===== config.mk =====
export PLATFORM = sky130hd
export DESIGN_NAME = kernel_coef_regs
export DESIGN_NICKNAME = d
export VERILOG_FILES = /design/src/rtl/kcr_pkg.sv /design/src/rtl/kcr_strobe_edge.sv /design/src/rtl/kcr_addr_decode.sv /design/src/rtl/kcr_coef_bank.sv /design/src/rtl/kernel_coef_regs.sv
export SDC_FILE = /design/constraint.sdc
export NUM_CORES = 1
export LEC_CHECK = 0
export CORE_MARGIN = 5
export CORE_UTILIZATION = 55
export DETAILED_ROUTE_END_ITERATION = 8
export PLACE_DENSITY_LB_ADDON = 0.05
export SLEW_MARGIN = 10
export SYNTH_ARGS = -nofsm -noshare
export SYNTH_HDL_FRONTEND = slang
export SYNTH_SLANG_ARGS = --single-unit
export TNS_END_PERCENT = 100

===== constraint.sdc =====
create_clock -name clk -period 1.82 [get_ports clk]
set_input_delay 0.182 -clock clk [delete_from_list [all_inputs] [get_ports clk]]
set_output_delay 0.182 -clock clk [all_outputs]
set_load 0.005 [all_outputs]

===== src/rtl/kcr_pkg.sv =====
package kcr_pkg;

  typedef enum logic [2:0] {
    OP_RSV0    = 3'd0,
    OP_RSV1    = 3'd1,
    OP_LOAD_B0 = 3'd2,
    OP_LOAD_B1 = 3'd3,
    OP_CFG     = 3'd4,
    OP_SEL_B0  = 3'd5,
    OP_SEL_B1  = 3'd6,
    OP_NOP     = 3'd7
  } op_e;

  localparam int NBANKS = 2;
  localparam int CFG_W  = 4;

  typedef struct packed {
    logic [1:0] rnd;
    logic       mode_2d;
    logic       fmt_signed;
  } cfg_t;

endpackage


===== src/rtl/kcr_strobe_edge.sv =====
module kcr_strobe_edge (
  input  logic clk,
  input  logic rst_n,
  input  logic ld_i,
  output logic wr_o
);

  logic ld_q;

  always_ff @(posedge clk or negedge rst_n) begin
    if (!rst_n) ld_q <= 1'b1;
    else        ld_q <= ld_i;
  end

  assign wr_o = ld_i & ~ld_q;

  AST_ONE_WRITE_PER_STROBE: assert property (@(posedge clk) disable iff (!rst_n)
    wr_o |=> !wr_o);

endmodule


===== src/rtl/kcr_addr_decode.sv =====
module kcr_addr_decode
  import kcr_pkg::*;
(
  input  logic              wr_i,
  input  logic [2:0]        addr_i,
  output logic [NBANKS-1:0] bank_wr_o,
  output logic              cfg_wr_o,
  output logic              sel_wr_o,
  output logic              sel_bank_o
);

  for (genvar b = 0; b < NBANKS; b++) begin : g_bank_dec
    localparam logic [2:0] LOAD_CODE = 3'(int'(OP_LOAD_B0) + b);
    assign bank_wr_o[b] = wr_i && (addr_i == LOAD_CODE);
  end

  always_comb begin
    cfg_wr_o   = 1'b0;
    sel_wr_o   = 1'b0;
    sel_bank_o = 1'b0;
    if (wr_i) begin
      case (op_e'(addr_i))
        OP_CFG:    cfg_wr_o = 1'b1;
        OP_SEL_B0: sel_wr_o = 1'b1;
        OP_SEL_B1: begin
          sel_wr_o   = 1'b1;
          sel_bank_o = 1'b1;
        end
        default: ;
      endcase
    end
  end

endmodule


===== src/rtl/kcr_coef_bank.sv =====
module kcr_coef_bank #(
  parameter int DATA_W = 8,
  parameter int NTAPS  = 9
) (
  input  logic                    clk,
  input  logic                    rst_n,
  input  logic                    wr_i,
  input  logic                    rewind_i,
  input  logic [DATA_W-1:0]       din_i,
  output logic [NTAPS*DATA_W-1:0] taps_o
);

  localparam int PTR_W = $clog2(NTAPS + 1);
  localparam logic [PTR_W-1:0] LAST = PTR_W'(NTAPS - 1);

  logic [PTR_W-1:0]  ptr_q;
  logic [DATA_W-1:0] tap_q [NTAPS];

  always_ff @(posedge clk or negedge rst_n) begin
    if (!rst_n)              ptr_q <= '0;
    else if (wr_i)           ptr_q <= (ptr_q == LAST) ? '0 : ptr_q + 1'b1;
    else if (rewind_i)       ptr_q <= '0;
  end

  for (genvar t = 0; t < NTAPS; t++) begin : g_tap
    localparam logic [PTR_W-1:0] IDX = PTR_W'(t);
    always_ff @(posedge clk or negedge rst_n) begin
      if (!rst_n)                     tap_q[t] <= '0;
      else if (wr_i && ptr_q == IDX)  tap_q[t] <= din_i;
    end
    assign taps_o[t*DATA_W +: DATA_W] = tap_q[t];
  end

  AST_PTR_IN_RANGE: assert property (@(posedge clk) disable iff (!rst_n)
    ptr_q <= LAST);
  AST_PTR_WRAP: assert property (@(posedge clk) disable iff (!rst_n)
    (wr_i && ptr_q == LAST) |=> ptr_q == '0);
  AST_PTR_REWIND: assert property (@(posedge clk) disable iff (!rst_n)
    (rewind_i && !wr_i) |=> ptr_q == '0);
  AST_BANK_HOLD: assert property (@(posedge clk) disable iff (!rst_n)
    !wr_i |=> $stable(taps_o));

endmodule


===== src/rtl/kernel_coef_regs.sv =====
module kernel_coef_regs
  import kcr_pkg::*;
#(
  parameter int DATA_W = 8,
  parameter int NTAPS  = 9
) (
  input  logic                    clk,
  input  logic                    rst_n,
  input  logic                    ld_i,
  input  logic [2:0]              addr_i,
  input  logic [DATA_W-1:0]       din_i,
  output logic [NTAPS*DATA_W-1:0] coef_o,
  output logic                    active_bank_o,
  output logic                    fmt_signed_o,
  output logic                    mode_2d_o,
  output logic [1:0]              round_o
);

  localparam int FLAT_W = NTAPS * DATA_W;

  logic              wr_pulse;
  logic [NBANKS-1:0] bank_wr;
  logic              cfg_wr;
  logic              sel_wr;
  logic              sel_bank;
  logic              sel_q;
  cfg_t              cfg_q;
  logic [FLAT_W-1:0] bank_taps [NBANKS];

  kcr_strobe_edge u_edge (
    .clk   (clk),
    .rst_n (rst_n),
    .ld_i  (ld_i),
    .wr_o  (wr_pulse)
  );

  kcr_addr_decode u_dec (
    .wr_i       (wr_pulse),
    .addr_i     (addr_i),
    .bank_wr_o  (bank_wr),
    .cfg_wr_o   (cfg_wr),
    .sel_wr_o   (sel_wr),
    .sel_bank_o (sel_bank)
  );

  for (genvar b = 0; b < NBANKS; b++) begin : g_bank
    kcr_coef_bank #(.DATA_W(DATA_W), .NTAPS(NTAPS)) u_bank (
      .clk      (clk),
      .rst_n    (rst_n),
      .wr_i     (bank_wr[b]),
      .rewind_i (wr_pulse & ~bank_wr[b]),
      .din_i    (din_i),
      .taps_o   (bank_taps[b])
    );
  end

  always_ff @(posedge clk or negedge rst_n) begin
    if (!rst_n)      cfg_q <= '0;
    else if (cfg_wr) cfg_q <= cfg_t'(din_i[CFG_W-1:0]);
  end

  always_ff @(posedge clk or negedge rst_n) begin
    if (!rst_n)      sel_q <= 1'b0;
    else if (sel_wr) sel_q <= sel_bank;
  end

  assign coef_o        = bank_taps[sel_q];
  assign active_bank_o = sel_q;
  assign fmt_signed_o  = cfg_q.fmt_signed;
  assign mode_2d_o     = cfg_q.mode_2d;
  assign round_o       = cfg_q.rnd;

  AST_DECODE_EXCLUSIVE: assert property (@(posedge clk) disable iff (!rst_n)
    $onehot0({bank_wr, cfg_wr, sel_wr}));
  AST_SELECT_BANK0: assert property (@(posedge clk) disable iff (!rst_n)
    (sel_wr && !sel_bank) |=> !active_bank_o);
  AST_SELECT_BANK1: assert property (@(posedge clk) disable iff (!rst_n)
    (sel_wr && sel_bank) |=> active_bank_o);
  AST_CFG_HOLD: assert property (@(posedge clk) disable iff (!rst_n)
    !cfg_wr |=> $stable({fmt_signed_o, mode_2d_o, round_o}));
  AST_SEL_HOLD: assert property (@(posedge clk) disable iff (!rst_n)
    !sel_wr |=> $stable(active_bank_o));

endmodule


==> impl_metrics.csv, run 1 <==
group,metric,value,unit
sta,hold_viol_final,0,
cells_and_area,diodes,0,
floorplan,core_area,13090,sq um
sta,fin_ws,-0.2190,ns
detailed_routing,drtIter0Drc,291,
global_route,grt_pass1_vias,4995,
critical_path,crit_required,1.64,ns
cts,insertion_delay,0.42,ns
floorplan,die_w,125.1,um
job,maxCapViolCount,0,
detailed_routing,dr_total_vias,4602,
critical_path,cp-end-kind,"output pin",
synthesis,synth_area,7281,sq um
global_route,grt-ovfl-total,0,
critical_path,critPathMaxFanout,7,
cts,cts_root_buffer,"clkbuf_16",
synthesis,synth_fp_nets,511,
sta,worst_pin_slew,0.5079,ns
power_and_ir_drop,p_leak,5.177,nW
floorplan,dieArea,15640,sq um
floorplan,pin_count,91,
detailed_routing,vias_per_cell,5.592,
power_and_ir_drop,vdd_drop_max,0.5768,mV
critical_path,reg2reg_depth,4,
placed_design,dp_hpwl,10.42,mm
detailed_routing,ant_nets,0,
detailed_routing,first_pass_iters,6,
synthesis,synth_cell_types,41,
detailed_routing,wl_per_cell,21.50,um
floorplan,die_y,125.1,um
global_route,grt_pass1_wl,27.81,mm
sta,fin_skew,0.009225,ns
cts,clkSinkCount,158,
synthesis,synth-edff-count,0,
hold_path,min_path_type,"in -> async",
cells_and_area,syn2layout_area_growth,34.49,%
critical_path,crit_type,"reg -> out",
sta,slew_violations,0,
placed_design,place_ws,-0.2309,ns
synthesis,synth_seq_area_share,54.32,%
synthesis,synth_top_area_share,53.96,%
sta,final.min_clock_period,2.039,ns
critical_path,cp.arrival,1.86,ns
detailed_routing,drc_errors,0,
sta,slew_headroom,66.14,%
synthesis,synth_area_leaders,"dfrtp_1 54%, mux2_2 33%, ha_1 1.4%",
synthesis,synthArstFlopShare,100.0,%
cts,clk_pin_slew_worst_paths,0.06,ns
synthesis,syn_inst,489,
critical_path,reg2reg_slack,0.04,ns
critical_path,r2r-start,"g_bank[1].u_bank.ptr_q[3]",
detailed_routing,drt-total-wl,17.70,mm
synthesis,ys_warn_count,0,
placed_design,port_buffers,90,
sta,holdWs,0.2857,ns
cts,tritoncts,"built",
cts,htreeDepth,4,
floorplan,start_util,55.64,%
cells_and_area,drive_above_1_share,61.36,%
power_and_ir_drop,powerDensity,848.8,nW/um^2
sta,fmax,490.4,MHz
sta,rsz0062_at_grt,"yes",
global_route,grt_max_degree,51,
global_route,grt_antenna_before_repair,0,
run_status,status,"complete, but fails checks",
placed_design,gp_congestion,0.8419,
cells_and_area,final_nets,657,
cts,cts-buffers-inserted,17,
critical_path,timing.rr.end,"g_bank[1].u_bank.taps_o[34]",
floorplan,rows,42,
synthesis,synth_top_flop_cell,"dfrtp_1",
synthesis,synth_seq_cells,158,
critical_path,cp-start-kind,"register",
global_route,grt_usage,22.99,%
cts,cts_buffer_depth,2,
synthesis,avgSynthCellArea,14.89,sq um
synthesis,synth_area_leader_cell,"dfrtp_1",
run_status,violations,"negative setup slack",
sta,timing.final.crit_share,112.0,%
sta,setup_viol,55,
state kept, by name, summed over array words and instances (netlist names):
name                  cells
active_bank_o             1
fmt_signed_o              1
g_bank.u_bank.ptr_q       8
g_bank.u_bank.taps_o    144
mode_2d_o                 1
round_o                   2
u_edge.ld_q               1
where the power goes:
group	internal [mW]	total, mW	leakage [nW]	switching, mW
Combinational	0.504	0.895	2.72	0.392
Clock	2.33	3.64	0.297	1.31
Sequential	3.68	3.77	2.16	0.0887
Total	6.52	8.31	5.18	1.79
synth_stat cells, drive strengths merged, types with 2 or more instances:
cell type	count
mux2	220
dfrtp	157
buf	17
clkbuf	15
nand3	9
ha	8
o21ai	8
nand2	6
nand4	6
inv	5
nand4b	5
nor2	5
nor2b	4
a22o	3
nand2b	2
nor4b	2
nor4bb	2
stage by stage:
step,std cells,utilization (%),power (mW),setup TNS (ns),cell area (sq um)
2_1_floorplan,489,-,4.176,0,7281
3_3_place_gp,762,66.46,4.632,-20.83,8696
3_5_place_dp,762,66.46,4.661,-20.74,8696
4_1_cts,816,73.57,8.356,-7.150,9627
5_1_grt,823,74.83,8.616,-8.994,9792
6_report,823,74.83,8.312,-6.457,9792
cells in the final DEF, fill, tap and decap left out, types with 3 or more instances in the layout:
cell	synthesis	layout
a22o_1	3	3
buf_12	0	21
buf_16	0	4
buf_2	7	18
buf_4	2	35
buf_6	2	38
bufinv_16	0	3
clkbuf_1	15	4
clkbuf_16	0	18
clkbuf_2	0	11
clkbuf_8	0	5
clkdlybuf4s50_1	0	17
dfrtp_1	157	155
dlygate4sd2_1	0	10
ha_1	8	5
inv_1	5	3
mux2_1	6	6
mux2_2	214	187
mux2_4	0	27
nand2_1	6	6
nand3_2	8	7
nand4_1	5	5
nand4b_2	4	4
nor2_8	4	4
nor2b_1	4	4
o21ai_0	8	8
area by class of cell:
class | instances | area (sq um)
Timing Repair Buffer | 159 | 1699
Sequential cell | 158 | 3958
Clock inverter | 5 | 102.6
Multi-Input combinational cell | 294 | 3282
Tap cell | 176 | 220.2
Inverter | 5 | 21.27
Fill cell | 816 | 3293
Clock buffer | 26 | 509.2
worst max-delay path by stage:
stage                                          from                           to  slack, ns
final                                 active_bank_o                   coef_o[42]      -0.22
after detailed placement                  addr_i[2]  g_bank[1].u_bank.taps_o[45]      -0.23
after global placement                    addr_i[2]  g_bank[1].u_bank.taps_o[47]      -0.21
after floorplan           g_bank[1].u_bank.ptr_q[3]  g_bank[1].u_bank.taps_o[36]       0.16
after global routing                  active_bank_o                   coef_o[18]      -0.25
after CTS                             active_bank_o                    coef_o[0]      -0.27
repair_timing:
item                       4_1_cts  5_1_grt
cloned                           5        1
hold endpoints to repair        47        0
hold buffers                     1        0
setup endpoints to repair       73       85
pin swaps                        0        2
setup buffers                   17        7
gates resized for setup        270       54
worst max-delay path: stages (launching register included):
cell	delay, ns
dfrtp_2	0.47
buf_12	0.16
buf_12	0.12
buf_12	0.12
buf_12	0.14
mux2_4	0.31
buf_6	0.12
kinds of logic (layout without fill, tap and decap cells):
group,after synthesis,count (layout),synth area share (%)
buf+inv,37,195,2.337
compound gates,18,18,1.633
flops,158,158,54.32
mux,220,220,34.03
fa+ha+maj,8,8,1.375
simple gates,48,48,6.307
per-layer routing:
layer  vias to the layer above  GRT usage, %  wire length (um)
met2                       104         36.76              8639
met5                         -             0                 0
met3                        19         4.563               684
met4                         0         7.908               300
li1                       2070             -                 -
met1                      2409         31.68              8072
No activity file was read; power rests on OpenSTA's default activity.
==> inputs of run 2 (changes only) <==
--- a/config.mk
+++ b/config.mk
@@ -6,7 +6,7 @@
 export NUM_CORES = 1
 export LEC_CHECK = 0
 export CORE_MARGIN = 5
-export CORE_UTILIZATION = 55
+export CORE_UTILIZATION = 56
 export DETAILED_ROUTE_END_ITERATION = 8
 export PLACE_DENSITY_LB_ADDON = 0.05
 export SLEW_MARGIN = 10
==> impl_metrics.csv, run 2 (synthesis results as in run 1) <==
group,metric,value,unit
run_status,status,"complete, but fails checks",
run_status,violations,"negative setup slack",
global_route,grt_antenna_before_repair,0,
sta,worst_pin_slew,0.5220,ns
critical_path,crit_type,"reg -> out",
cells_and_area,final_nets,655,
cells_and_area,syn2layout_area_growth,34.25,%
sta,fin_ws,-0.1558,ns
critical_path,cp.arrival,1.79,ns
job,maxCapViolCount,0,
detailed_routing,vias_per_cell,5.685,
global_route,grt_usage,25.70,%
cts,clkSinkCount,158,
sta,holdWs,0.2846,ns
cts,htreeDepth,4,
critical_path,reg2reg_slack,0.05,ns
global_route,grt_pass1_wl,28.92,mm
cells_and_area,layout_common_cells,"180 x mux2_2, 156 x dfrtp_1, 45 x buf_6, 34 x mux2_4, 33 x buf_4",
sta,slew_headroom,65.20,%
cells_and_area,diodes,0,
detailed_routing,drtIter0Drc,353,
floorplan,dieArea,15380,sq um
cts,cts-buffers-inserted,17,
floorplan,rows,41,
sta,final.min_clock_period,1.976,ns
power_and_ir_drop,p_leak,5.156,nW
critical_path,reg2reg_depth,5,
sta,slew_violations,0,
detailed_routing,dr_total_vias,4650,
cells_and_area,final_cells,818,
cells_and_area,largest_register_ffs,144,
sta,fmax,506.1,MHz
floorplan,die_w,124.0,um
placed_design,dp.cells,761,
hold_path,min_path_type,"in -> async",
cts,insertion_delay,0.42,ns
power_and_ir_drop,vdd_drop_max,0.4634,mV
placed_design,dp_hpwl,10.69,mm
floorplan,pin_count,91,
cells_and_area,multi_input_area,3286,sq um
detailed_routing,drc_errors,0,
critical_path,cp-start-kind,"register",
cells_and_area,final_common_cell,"mux2_2",
sta,fin_skew,0.008397,ns
global_route,grt-ovfl-total,0,
cts,cts_root_buffer,"clkbuf_16",
global_route,grt_pass1_vias,5096,
critical_path,r2r-start,"g_bank[1].u_bank.ptr_q[1]",
sta,setup_viol,45,
critical_path,crit_end,"coef_o[6]",
floorplan,start_util,57.46,%
critical_path,cp-end-kind,"output pin",
floorplan,die_y,124.0,um
critical_path,crit_required,1.64,ns
floorplan,core_area,12670,sq um
cts,clk_pin_slew_worst_paths,0.06,ns
critical_path,startpoint,"active_bank_o",
sta,rsz0062_at_grt,"yes",
detailed_routing,first_pass_iters,4,
critical_path,critPathMaxFanout,5,
critical_path,timing.rr.end,"g_bank[1].u_bank.taps_o[34]",
cts,cts_buffer_depth,2,
placed_design,gp_congestion,0.8353,
cts,tritoncts,"built",
cells_and_area,nFillCells,771,
power_and_ir_drop,powerDensity,824.6,nW/um^2
placed_design,port_buffers,90,
cells_and_area,drive_above_1_share,62.23,%
global_route,grt_max_degree,55,
sta,hold_viol_final,0,
detailed_routing,ant_nets,0,
cells_and_area,seq_area,3956,sq um
detailed_routing,drt-total-wl,18.32,mm
sta,timing.final.crit_share,108.6,%
detailed_routing,wl_per_cell,22.39,um
## run 2: changes by cell type in the layout (fill, tap and decap cells not counted), moves of 2 or more
| cell | delta |
|---|---|
| dlymetal6s2s_1 | -2 |
| mux2_4 | +7 |
| inv_1 | +2 |
| mux2_2 | -7 |
| dlygate4sd2_1 | -9 |
| buf_12 | +2 |
| buf_2 | +11 |
| bufinv_16 | -2 |
| clkbuf_2 | -10 |
| ha_1 | +2 |
| buf_16 | +2 |
| buf_6 | +7 |
| clkinv_2 | +2 |
| buf_4 | -2 |
## run 2: area by class of cell
| cell class | count | area share [%] |
|---|---|---|
| clock inverters | 6 | 0.6144 |
| clock buffers | 26 | 5.108 |
| inverters | 5 | 0.1920 |
| multi-input cells | 294 | 33.61 |
| well taps | 172 | 2.202 |
| flip-flops and latches | 158 | 40.48 |
| repair buffers | 157 | 17.79 |
## run 2: repair_timing
action / 4_1_cts / 5_1_grt
buffers inserted: 20 / 2
endpoints found under the setup margin: 73 / 96
pin swaps: 0 / 6
endpoints found under the hold margin: 49 / 0
cloned: 9 / 0
gates resized for setup: 346 / 41
hold buffers: 1 / 0
## run 2: where the power goes
part / internal (mW) / switching, mW
Combinational: 0.536 / 0.404
Clock: 2.02 / 1.33
Sequential: 3.68 / 0.0889
Total: 6.24 / 1.82
## run 2: per-stage QoR
| stage | setup TNS (ns) | area, sq um | total power, mW | utilization (%) | setup slack, ns |
|---|---|---|---|---|---|
| final | -2.401 | 9774 | 8.060 | 77.14 | -0.1558 |
| after global routing | -4.401 | 9774 | 8.352 | 77.14 | -0.1964 |
| after CTS | -5.532 | 9744 | 8.098 | 76.90 | -0.1880 |
| after detailed placement | -16.70 | 8713 | 4.662 | 68.77 | -0.2016 |
| after global placement | -16.09 | 8713 | 4.626 | 68.77 | -0.2025 |
| after floorplan | 0 | 7281 | 4.176 | - | 0.1592 |
## run 2: per-layer routing
metal | share of wire [%] | up-vias | track usage (%)
met5 | 0 | - | 0
met4 | 1.7 | 0 | 8.624
met3 | 5.6 | 26 | 5.495
met2 | 49 | 137 | 41.06
met1 | 44 | 2424 | 35.16
li1 | - | 2063 | -
## run 2: worst min path at each step
stage / start / end / slack [ns] / cells past startpoint
3_3_place_gp: rst_n / g_bank[1].u_bank.taps_o[65] / 0.16 / 1
2_1_floorplan: rst_n / active_bank_o / -0.11 / 0
6_report: rst_n / g_bank[0].u_bank.taps_o[65] / 0.28 / 2
3_5_place_dp: rst_n / g_bank[0].u_bank.taps_o[65] / 0.17 / 1
4_1_cts: rst_n / g_bank[1].u_bank.taps_o[70] / 0.30 / 2
5_1_grt: rst_n / g_bank[1].u_bank.taps_o[70] / 0.33 / 2
## run 2: worst max-delay path: stages, from the launching register on
cell and delay [ns]:
dfrtp_2 0.44, buf_12 0.16, buf_12 0.13, buf_16 0.13
buf_12 0.12, mux2_2 0.27, buf_6 0.12
